===== src/rtl/fxp_ascii_fmt.sv =====
module fxp_ascii_fmt #(
  parameter int INT_W  = 16,
  parameter int FRAC_W = 16
) (
  input  logic                    clk,
  input  logic                    rst_n,
  input  logic                    start,
  input  logic                    sign_in,
  input  logic [INT_W+FRAC_W-1:0] mag_in,
  output logic                    busy,
  output logic                    out_valid,
  input  logic                    out_ready,
  output logic [7:0]              out_char,
  output logic                    done
);
  localparam int ND    = (INT_W * 30103) / 100000 + 1;
  localparam int BCD_W = 4 * ND;
  localparam int IW    = $clog2(ND + 1);
  localparam int MAXW  = (INT_W > FRAC_W) ? INT_W : FRAC_W;
  localparam int CW    = $clog2(MAXW + 1);
  localparam int PW    = FRAC_W + 4;

  typedef enum logic [2:0] {S_IDLE, S_DAB, S_PREP, S_SIGN, S_INT, S_POINT, S_FRAC, S_DONE} st_t;

  st_t               st;
  logic [INT_W-1:0]  ish;
  logic [BCD_W-1:0]  bcd, bcd_adj;
  logic [FRAC_W-1:0] frac;
  logic [CW-1:0]     cnt;
  logic [IW-1:0]     idx, lead;
  logic              neg;
  logic [3:0]        cur_dig;
  logic [PW-1:0]     prod;
  logic              take;

  always_comb begin
    for (int i = 0; i < ND; i++)
      bcd_adj[4*i +: 4] = (bcd[4*i +: 4] >= 4'd5) ? bcd[4*i +: 4] + 4'd3 : bcd[4*i +: 4];
  end

  always_comb begin
    lead = '0;
    for (int i = 0; i < ND; i++)
      if (bcd[4*i +: 4] != 4'd0) lead = IW'(i);
  end

  assign cur_dig = 4'(bcd >> {idx, 2'b00});
  assign prod    = {4'b0, frac} * PW'(10);
  assign busy      = (st != S_IDLE);
  assign done      = (st == S_DONE);
  assign out_valid = (st == S_SIGN) || (st == S_INT) || (st == S_POINT) || (st == S_FRAC);
  assign take      = out_valid && out_ready;

  always_comb begin
    case (st)
      S_SIGN:  out_char = 8'h2D;
      S_INT:   out_char = {4'h3, cur_dig};
      S_POINT: out_char = 8'h2E;
      S_FRAC:  out_char = {4'h3, prod[PW-1:FRAC_W]};
      default: out_char = 8'h00;
    endcase
  end

  always_ff @(posedge clk) begin
    if (!rst_n) begin
      st   <= S_IDLE;
      ish  <= '0;
      bcd  <= '0;
      frac <= '0;
      cnt  <= '0;
      idx  <= '0;
      neg  <= 1'b0;
    end else begin
      case (st)
        S_IDLE: if (start) begin
          neg  <= sign_in && (mag_in != '0);
          ish  <= mag_in[INT_W+FRAC_W-1:FRAC_W];
          frac <= mag_in[FRAC_W-1:0];
          bcd  <= '0;
          cnt  <= '0;
          st   <= S_DAB;
        end
        S_DAB: begin
          bcd <= {bcd_adj[BCD_W-2:0], ish[INT_W-1]};
          ish <= ish << 1;
          cnt <= cnt + 1'b1;
          if (cnt == CW'(INT_W - 1)) st <= S_PREP;
        end
        S_PREP: begin
          idx <= lead;
          cnt <= '0;
          st  <= neg ? S_SIGN : S_INT;
        end
        S_SIGN: if (take) st <= S_INT;
        S_INT: if (take) begin
          if (idx == '0) st <= S_POINT;
          else idx <= idx - 1'b1;
        end
        S_POINT: if (take) st <= S_FRAC;
        S_FRAC: if (take) begin
          frac <= prod[FRAC_W-1:0];
          cnt  <= cnt + 1'b1;
          if (cnt == CW'(FRAC_W - 1)) st <= S_DONE;
        end
        S_DONE: st <= S_IDLE;
        default: st <= S_IDLE;
      endcase
    end
  end
endmodule


===== config.mk =====
export PLATFORM = sky130hd
export DESIGN_NAME = fxp_ascii_fmt
export DESIGN_NICKNAME = d
export VERILOG_FILES = /design/src/rtl/fxp_ascii_fmt.sv
export SDC_FILE = /design/constraint.sdc
export NUM_CORES = 1
export LEC_CHECK = 0
export BUFFER_PORTS_ARGS = -buffer_cell sky130_fd_sc_hd__buf_2
export CORE_MARGIN = 10
export CORE_UTILIZATION = 28
export CTS_CLUSTER_DIAMETER = 200
export DETAILED_ROUTE_END_ITERATION = 8
export PLACE_DENSITY = 0.43
export REMOVE_ABC_BUFFERS = 1
export SKIP_LAST_GASP = 1
export SLEW_MARGIN = 5
export SYNTH_ARGS = -nofsm -noshare
export SYNTH_HDL_FRONTEND = slang
export SYNTH_SLANG_ARGS = --single-unit

===== constraint.sdc =====
create_clock -name clk -period 2.2 [get_ports clk]
set_input_delay 0.22 -clock clk [delete_from_list [all_inputs] [get_ports clk]]
set_output_delay 0.22 -clock clk [all_outputs]
set_load 0.005 [all_outputs]

==> metrics.csv, run 1 <==
stage,metric,value,unit
run_status,status,"complete, but fails checks",
run_status,failing checks,setup timing,
synth,Synth Area in XOR/XNOR,4.40,%
clocking,clk_lat worst skew,0.34,ns
power_and_ir_drop,Reg power frac,26.6,%
synth,Compound-Gate Fraction of Synth Area,24.3,%
clocking,CTS root buffer,clkbuf_16,
clocking,post-cts hold buffer count,0,
power_and_ir_drop,peak supply drop,0.000486,V
synth,most numerous cell in the Yosys netlist,nand2_1,
synth,top cell type's share of synthesized area,28.0,%
sta,fin worst setup slack,-0.666,ns
grt,Tot GR Track Use,12.7,%
layout,NumNets Final,711,
synth,Synth top cells by count,"nand2_1 (65), dfxtp_1 (64), ha_1 (42), a21oi_1 (40), o21ai_0 (39)",
min_path,WHS Endpoint,ish[0]$_SDFFE_PN0P_,
critical_path,CP Class,reg2out,
layout,n_diodes,0,
clocking,deepest clock path buffer count,2,
critical_path,reg2reg end,frac[14]$_SDFFE_PN0P_,
route,drt pass-1 iters,4,
synth,Post-synth EDFFs,0,
critical_path,Reg2Reg Depth,11,
min_path,Hold WC Path Type,in2reg,
synth,multiplexer area fraction after synthesis,6.07,%
route,M1 WL,6840,microns
critical_path,reg2reg start,frac[3]$_SDFFE_PN0P_,
power_and_ir_drop,switching pwr,2.54,mW
critical_path,Worst path most repeated cell,ha_4,
sta,"Slew Viols, Final",0,
synth,Netlist cell types,62,
synth,register bit count reported by yosys,64,
route,drt initial violations,231,
place,area post-placement,0.00528,sq mm
grt,vias in the first global route,4367,
route,Routed met3 length,455,microns
place,pre-CTS WS,-0.527,ns
clocking,CTS tree,built,
place,hpwl dp,9990,microns
critical_path,CP Capture Type,output port,
synth,"area leader, netlist",dfxtp_1,
place,Placer Congestion,0.846,
min_path,Hold Path Stages,3,
route,Via-to-Cell Ratio,4.97,
clocking,CTS Buf Count,9,
clocking,Clock transition at path regs,0.06,ns
sta,period utilisation layout,130,%
place,port bufs,45,
critical_path,Critical path buffers and inverters,2,
clocking,H-tree levels,3,
grt,gr ovfl total,0,
grt,pin count of the biggest net entering global routing,41,
power_and_ir_drop,Clock power frac,22.5,%
die,Core Area,0.0159,sq mm
power_and_ir_drop,switching share of power,39.0,%
layout,ratio of cells with drive above 1 in the final layout,31.0,%
synth,yosys warns,0,
grt,first-pass GRT wire length,22700,microns
power_and_ir_drop,PD cells,1070,mW/mm^2
sta,WHS,0.155,ns
sta,Post-Route Skew,0.00848,ns
power_and_ir_drop,combinational power share,50.9,%
synth,largest family of logic cells by synthesized area,compound AO/OA/AOI/OAI gates,
critical_path,R2R setup slack,-0.14,ns
die,Die Y,148,microns
sta,RSZ-0062 raised after global routing,true,
synth,"Cell Area, Synth",0.00457,sq mm
critical_path,"Slowest-stage cell, CP",a2111oi_4,
layout,fill cell count,1601,
critical_path,Critical Path Fanout Max,4,
route,WL met2,6090,microns
layout,final instance area,0.00610,sq mm
synth,syn avg cell area,8.39,sq um
synth,Post-synth ARST share,0,%
route,DR WL/cell,15.9,microns
die,Row Count,46,
clocking,clock tree sinks,64,
power_and_ir_drop,Int Power,3.97,mW
route,DR vias,4236,
die,IO Count,48,
critical_path,Worst setup SP type,flip-flop,
route,Routed Antenna Nets,0,
power_and_ir_drop,P_leak,2.65,nW
critical_path,Critical Path RT,1.98,ns
synth,Main synth FF type,dfxtp_1,
sta,endpoints failing hold,0,
route,drt total wl,13500,microns
critical_path,worst path cell trace,"ha_4, ha_4, and3_4, a2111oi_4, o31a_4, buf_6, o21ai_2, xnor2_1, o22ai_1, buf_2",
layout,Layout Utilization,38.3,%
sta,# setup viols final,7,
synth,sequential area share after synthesis,28.0,%
die,Die Wd,148,microns
run,Max-cap violations,0,
sta,"Min Clock Period, post-route",2.87,ns
synth,Synth area leaders,"dfxtp_1 (28%), ha_1 (11%), nand2_1 (5.3%)",
critical_path,Top delay family on crit path,compound AO/OA/AOI/OAI gates,
route,DR top layer,met4,
die,Die Area,0.0218,sq mm
sta,f_max,0.349,GHz
synth,Synth Instances,545,
layout,Area Growth Syn to Fin,33.5,%
synth,simple-gate share of the synthesized area,18.9,%
min_path,Hold Crit Start,mag_in[16],
critical_path,arrival time worst endpoint,2.65,ns
synth,area share of fa/ha/maj cells after synthesis,11.9,%
die,initial core utilization,28.7,%
grt,initial antenna violation count,0,
critical_path,max incr delay on CP,0.43,ns
route,drt drc,0,
==> tightest hold or removal path: stages <==
cell and delay (ns):
buf_2 0.09, mux2i_1 0.06, nor2_1 0.09
==> cell type report <==
class                      instances  area (sq um)  share of cell area [%]
clock buffer                      11           243                    3.98
inverter                          22          82.6                    1.35
timing repair buffer             106           706                    11.6
multi-input combinational        428          3430                    56.2
clock inverter                     5          56.3                   0.922
tap                              216           270                    4.43
sequential                        64          1310                    21.5
==> routing by layer <==
| layer | vias up | track usage (%) |
|---|---|---|
| met5 | - | 0 |
| met4 | 0 | 2.78 |
| met3 | 12 | 3.79 |
| met2 | 72 | 20.1 |
| met1 | 2011 | 16.7 |
| li1 | 2141 | - |
==> power groups by stage <==
stage	combinational [mW]	sequential, mW	clock [mW]
after floorplan	1.71	1.65	0
after global placement	2.75	1.67	0
after detailed placement	2.77	1.68	0
after CTS	3.28	1.73	1.51
after global routing	3.70	1.77	1.55
final	3.32	1.73	1.46
==> placed cells by master (no fill, tap or decap), types with 9 or more instances in the layout <==
cell,n
nand2_1,64
buf_4,55
dfxtp_1,50
buf_2,45
o21ai_0,35
a21oi_1,34
nor2_1,28
o211a_1,24
ha_4,23
mux2i_1,21
inv_1,19
ha_1,19
nor2b_1,17
a22oi_1,14
nand3_1,13
xnor2_1,13
nor3_1,9
clkbuf_16,9
==> state kept, by name, summed over array words and instances, names as in the netlist <==
signal / count
frac: 16
st: 3
cnt: 5
ish: 16
neg: 1
bcd: 20
idx: 3
==> cells by family after synthesis <==
| kind of cell | count (synthesis) |
|---|---|
| and+or+nand+nor | 176 |
| xor gates and xnor gates | 23 |
| other | 1 |
| DFF | 64 |
| buffers and inverters | 54 |
| muxes | 24 |
| AOI/OAI and AO/OA | 160 |
| adders and majority gates | 43 |
==> how the worst max path moves through the flow <==
stage                               startpoint                     to  slack [ns]  depth (start not counted)
after floorplan             st[2]$_SDFFE_PN0P_  frac[14]$_SDFFE_PN0P_       -0.65                          6
after global placement    frac[3]$_SDFFE_PN0P_            out_char[0]       -0.50                         11
after detailed placement  frac[7]$_SDFFE_PN0P_            out_char[3]       -0.53                         10
after CTS                 frac[3]$_SDFFE_PN0P_            out_char[3]       -0.71                         10
after global routing      frac[4]$_SDFFE_PN0P_            out_char[3]       -0.75                          9
final                     frac[4]$_SDFFE_PN0P_            out_char[1]       -0.67                         10
==> metrics by stage <==
| stage | TNS [ns] | total power [mW] | instances |
|---|---|---|---|
| after global placement | -2.39 | 4.43 | 829 |
| after detailed placement | -2.67 | 4.45 | 829 |
| after floorplan | -8.12 | 3.36 | 514 |
| final | -2.68 | 6.51 | 852 |
| after global routing | -3.59 | 7.02 | 852 |
| after CTS | -3.33 | 6.52 | 859 |
==> repair_timing <==
action | 4_1_cts | 5_1_grt
setup buffers | 14 | 1
endpoints found under the setup margin | 10 | 12
resized for setup | 79 | 13
pin swaps | 35 | 29
(Power assumes the default switching activity.)
==> run 2: changes to the inputs <==
CORE_ASPECT_RATIO = 1.75   (was unset)
==> metrics.csv, run 2 (same netlist as run 1, synthesis figures left out) <==
stage,metric,value,unit
power_and_ir_drop,P_leak,2.64,nW
layout,"commonest non-fill, non-tap cell in the layout",nand2_1,
route,drt pass-1 iters,4,
route,Routed Antenna Nets,0,
die,Die Wd,117,microns
power_and_ir_drop,peak supply drop,0.000476,V
power_and_ir_drop,PD cells,1080,mW/mm^2
clocking,Clock transition at path regs,0.06,ns
clocking,CTS root buffer,clkbuf_16,
route,drt initial violations,166,
layout,Area Growth Syn to Fin,31.4,%
sta,Post-Route Skew,0.00780,ns
clocking,clock tree sinks,64,
critical_path,Reg2Reg Depth,11,
sta,period utilisation layout,129,%
critical_path,Worst setup SP type,flip-flop,
grt,pin count of the biggest net entering global routing,32,
layout,NumNets Final,710,
critical_path,reg2reg end,frac[14]$_SDFFE_PN0P_,
place,Placer Congestion,0.829,
die,Row Count,61,
die,Die Area,0.0221,sq mm
clocking,deepest clock path buffer count,2,
run_status,status,"complete, but fails checks",
clocking,clk_lat worst skew,0.34,ns
run,Max-cap violations,0,
sta,"Slew Viols, Final",0,
layout,Layout Utilization,37.7,%
die,initial core utilization,28.7,%
critical_path,CP Class,reg2out,
sta,Slew headroom,41.4,%
layout,ratio of cells with drive above 1 in the final layout,29.4,%
die,Die Y,189,microns
layout,n_diodes,0,
layout,biggest regs,"bcd (20), frac (16), ish (16)",
critical_path,arrival time worst endpoint,2.62,ns
sta,RSZ-0062 raised after global routing,true,
place,port bufs,45,
sta,fin worst setup slack,-0.637,ns
grt,gr ovfl total,0,
min_path,Hold WC Path Type,in2reg,
sta,endpoints failing hold,0,
route,drt total wl,14200,microns
critical_path,Critical Path RT,1.98,ns
critical_path,Critical Path Fanout Max,3,
critical_path,reg2reg start,frac[8]$_SDFFE_PN0P_,
layout,max reg flops,20,
layout,most frequent cells in the layout,"nand2_1 (64), dfxtp_1 (56), buf_4 (50), buf_2 (45), o21ai_0 (35)",
sta,# setup viols final,8,
place,hpwl dp,10800,microns
clocking,CTS Buf Count,9,
sta,slew at the pin with the worst max-slew slack,0.879,ns
grt,vias in the first global route,4506,
route,Via-to-Cell Ratio,5.16,
grt,initial antenna violation count,0,
route,DR WL/cell,17.2,microns
critical_path,crit path launch,frac[4]$_SDFFE_PN0P_,
layout,final instance area,0.00601,sq mm
place,area post-placement,0.00526,sq mm
die,Core Area,0.0160,sq mm
critical_path,CP Capture Type,output port,
sta,"Min Clock Period, post-route",2.84,ns
route,drt drc,0,
layout,Top reg by flops,bcd,
route,DR vias,4254,
sta,f_max,0.352,GHz
die,IO Count,48,
grt,Tot GR Track Use,13.1,%
grt,first-pass GRT wire length,22800,microns
place,pre-CTS WS,-0.559,ns
run_status,failing checks,setup timing,
clocking,CTS tree,built,
clocking,H-tree levels,3,
critical_path,R2R setup slack,-0.23,ns
critical_path,Setup crit end,out_char[3],
==> run 2: cell types whose count changed in the layout (fill, tap and decap cells not counted), moves of 4 or more <==
cell	previous run	this run
dfxtp_4	6	2
ha_4	23	12
ha_1	19	28
dfxtp_1	50	56
buf_4	55	50
==> run 2: power breakdown <==
group	leakage (nW)	switching (mW)	internal, mW
sequential	0.527	0.244	1.44
clock	0.163	0.570	1.03
combinational	1.95	1.72	1.50
total	2.64	2.53	3.97
==> run 2: timing repair <==
action                                  CTS  global route
buffers inserted                          4             5
resized for setup                        33            39
cloned                                    0             0
hold buffers                              0             0
pin swaps                                27            25
endpoints found under the setup margin   10            12
==> run 2: metal layers <==
layer | share of wire (%) | global-route usage (%) | up-vias
li1 | - | - | 2142
met1 | 39 | 13.4 | 2021
met2 | 57 | 25.3 | 66
met3 | 2.5 | 2.18 | 25
met4 | 1.9 | 4.54 | 0
met5 | 0 | 0 | -
==> run 2: worst max-delay path, stage by stage, from the launching register on <==
cell and delay, ns:
dfxtp_4 0.37, ha_4 0.28, ha_4 0.19, a21o_1 0.22, a2111oi_4 0.42, o31a_2 0.25
nor2_2 0.04, o311ai_1 0.23, o211ai_1 0.12, buf_2 0.16
==> run 2: area by class of cell <==
type	instances	area, sq um
Fill cell	1657	9940
Clock inverter	6	91.3
Multi-Input combinational cell	428	3340
Clock buffer	10	239
Tap cell	189	236
Inverter	22	82.6
Sequential cell	64	1300
Timing Repair Buffer	105	731
==> run 2: worst min path at each step <==
stage / cells after the start / slack [ns] / endpoint / startpoint
finish: 3 / 0.16 / ish[0]$_SDFFE_PN0P_ / mag_in[16]
detailed placement: 2 / 0.47 / cnt[4]$_SDFFE_PN0P_ / cnt[4]$_SDFFE_PN0P_
floorplan: 1 / 0.32 / frac[14]$_SDFFE_PN0P_ / out_ready
global route: 3 / 0.18 / frac[12]$_SDFFE_PN0P_ / mag_in[12]
global placement: 2 / 0.46 / cnt[3]$_SDFFE_PN0P_ / cnt[3]$_SDFFE_PN0P_
CTS: 3 / 0.15 / ish[0]$_SDFFE_PN0P_ / mag_in[16]
==> run 2: through the flow <==
| step | hold slack [ns] | instances | TNS, ns | total power [mW] |
|---|---|---|---|---|
| finish | 0.156 | 824 | -3.03 | 6.51 |
| global placement | 0.463 | 801 | -2.83 | 4.50 |
| CTS | 0.155 | 821 | -3.07 | 6.32 |
| global route | 0.175 | 824 | -3.92 | 7.00 |
| floorplan | 0.321 | 514 | -8.12 | 3.36 |
| detailed placement | 0.475 | 801 | -3.13 | 4.54 |
==> run 3: changes to the inputs <==
MAX_ROUTING_LAYER = met4   (was unset)
==> metrics.csv, run 3 (same netlist as run 1, synthesis figures left out) <==
stage,metric,value,unit
min_path,Hold WC Path Type,in2reg,
die,initial core utilization,28.7,%
place,port bufs,45,
sta,endpoints failing hold,0,
grt,pin count of the biggest net entering global routing,32,
critical_path,Critical Path Fanout Max,3,
critical_path,arrival time worst endpoint,2.63,ns
critical_path,Worst setup SP type,flip-flop,
clocking,clock tree sinks,64,
min_path,WHS Endpoint,ish[0]$_SDFFE_PN0P_,
clocking,clk_lat worst skew,0.34,ns
run_status,status,"complete, but fails checks",
layout,Top reg by flops,bcd,
sta,fin worst setup slack,-0.646,ns
sta,RSZ-0062 raised after global routing,true,
layout,max reg flops,20,
power_and_ir_drop,PD cells,1080,mW/mm^2
critical_path,R2R setup slack,-0.23,ns
place,DP Cell Count,801,
sta,period utilisation layout,129,%
route,Via-to-Cell Ratio,5.18,
layout,"commonest non-fill, non-tap cell in the layout",nand2_1,
route,drt total wl,14300,microns
layout,final cell count without fillers,824,
route,drt drc,0,
die,Die Area,0.0221,sq mm
critical_path,reg2reg start,frac[8]$_SDFFE_PN0P_,
sta,# setup viols final,8,
layout,NumNets Final,710,
min_path,Hold Crit Start,mag_in[16],
power_and_ir_drop,P_leak,2.64,nW
critical_path,Top delay family on crit path,compound AO/OA/AOI/OAI gates,
layout,biggest regs,"bcd (20), frac (16), ish (16)",
critical_path,Reg2Reg Depth,11,
layout,ratio of cells with drive above 1 in the final layout,29.4,%
run_status,failing checks,setup timing,
route,drt initial violations,183,
grt,initial antenna violation count,0,
clocking,H-tree levels,3,
layout,most frequent cells in the layout,"nand2_1 (64), dfxtp_1 (56), buf_4 (50), buf_2 (45), o21ai_0 (35)",
place,Placer Congestion,0.840,
route,DR vias,4267,
sta,"Min Clock Period, post-route",2.85,ns
critical_path,CP Capture Type,output port,
min_path,Hold Path Stages,3,
layout,n_diodes,0,
critical_path,"Slowest-stage cell, CP",a2111oi_4,
sta,WHS,0.151,ns
critical_path,max incr delay on CP,0.42,ns
clocking,CTS Buf Count,9,
die,Core Area,0.0160,sq mm
route,DR WL/cell,17.3,microns
sta,f_max,0.351,GHz
grt,Tot GR Track Use,13.4,%
grt,gr ovfl total,0,
route,Routed Antenna Nets,0,
die,Die Wd,117,microns
critical_path,Worst path most repeated cell,ha_4,
sta,"Slew Viols, Final",0,
critical_path,CP Class,reg2out,
clocking,CTS tree,built,
die,Row Count,61,
route,drt pass-1 iters,4,
run,Max-cap violations,0,
critical_path,Critical path buffers and inverters,1,
clocking,CTS root buffer,clkbuf_16,
place,pre-CTS WS,-0.559,ns
critical_path,reg2reg end,frac[14]$_SDFFE_PN0P_,
power_and_ir_drop,peak supply drop,0.000476,V
sta,Slew headroom,40.9,%
grt,vias in the first global route,4501,
sta,slew at the pin with the worst max-slew slack,0.886,ns
sta,Post-Route Skew,0.00838,ns
grt,first-pass GRT wire length,22800,microns
die,IO Count,48,
critical_path,worst path cell trace,"ha_4, ha_4, a21o_1, a2111oi_4, o31a_2, nor2_2, o311ai_1, o211ai_1, buf_2",
place,hpwl dp,10800,microns
critical_path,Critical Path RT,1.98,ns
clocking,Clock transition at path regs,0.06,ns
layout,Layout Utilization,37.7,%
die,Die Y,189,microns
clocking,deepest clock path buffer count,2,
layout,Area Growth Syn to Fin,31.4,%
-- run 3: power breakdown --
group          leakage (nW)  total, mW  switching [mW]  internal (mW)
Combinational          1.95       3.22            1.72           1.51
Clock                 0.163       1.61           0.578           1.03
Sequential            0.527       1.69           0.244           1.44
-- run 3: worst max path at each step --
| stage | from | slack [ns] | end | cells after the start |
|---|---|---|---|---|
| finish | frac[4]$_SDFFE_PN0P_ | -0.65 | out_char[3] | 9 |
| global route | frac[3]$_SDFFE_PN0P_ | -0.72 | out_char[3] | 10 |
| CTS | frac[3]$_SDFFE_PN0P_ | -0.71 | out_char[3] | 10 |
| detailed placement | frac[3]$_SDFFE_PN0P_ | -0.56 | out_char[0] | 12 |
| global placement | frac[3]$_SDFFE_PN0P_ | -0.55 | out_char[0] | 12 |
| floorplan | st[2]$_SDFFE_PN0P_ | -0.65 | frac[14]$_SDFFE_PN0P_ | 6 |
-- run 3: final cells by class --
type / count / area [sq um]
clock buffers: 10 / 239
clock inverters: 6 / 91.3
fillers: 1657 / 9940
inverters: 22 / 82.6
multi-input cells: 428 / 3340
flip-flops and latches: 64 / 1300
well taps: 189 / 236
repair buffers: 105 / 731
-- run 3: what timing repair did --
item                                    CTS  global route
hold buffers                              0             0
setup buffers                             4             5
endpoints found under the setup margin   10            12
pin swaps                                27            25
gates resized for setup                  33            39
-- run 3: metrics by stage --
stage | total power, mW | cell area, sq um | TNS (ns)
2_1_floorplan | 3.36 | 4370 | -8.12
3_3_place_gp | 4.50 | 5260 | -2.83
3_5_place_dp | 4.54 | 5260 | -3.13
6_report | 6.52 | 6010 | -3.04
4_1_cts | 6.32 | 5760 | -3.07
5_1_grt | 7.00 | 6010 | -3.91
-- run 3: routing by layer --
layer  vias to the layer above  global-route usage, %  part of all wire [%]
li1                       2144                      -                     -
met4                         0                   4.82                   2.1
met5                         -                      -                     0
met1                      2039                   13.5                    39
met3                        22                   1.87                   2.2
met2                        62                   25.3                    57
-- run 3: tightest hold or removal path: stages --
cell	delay (ns)
buf_2	0.09
mux2i_1	0.06
nor2_1	0.09
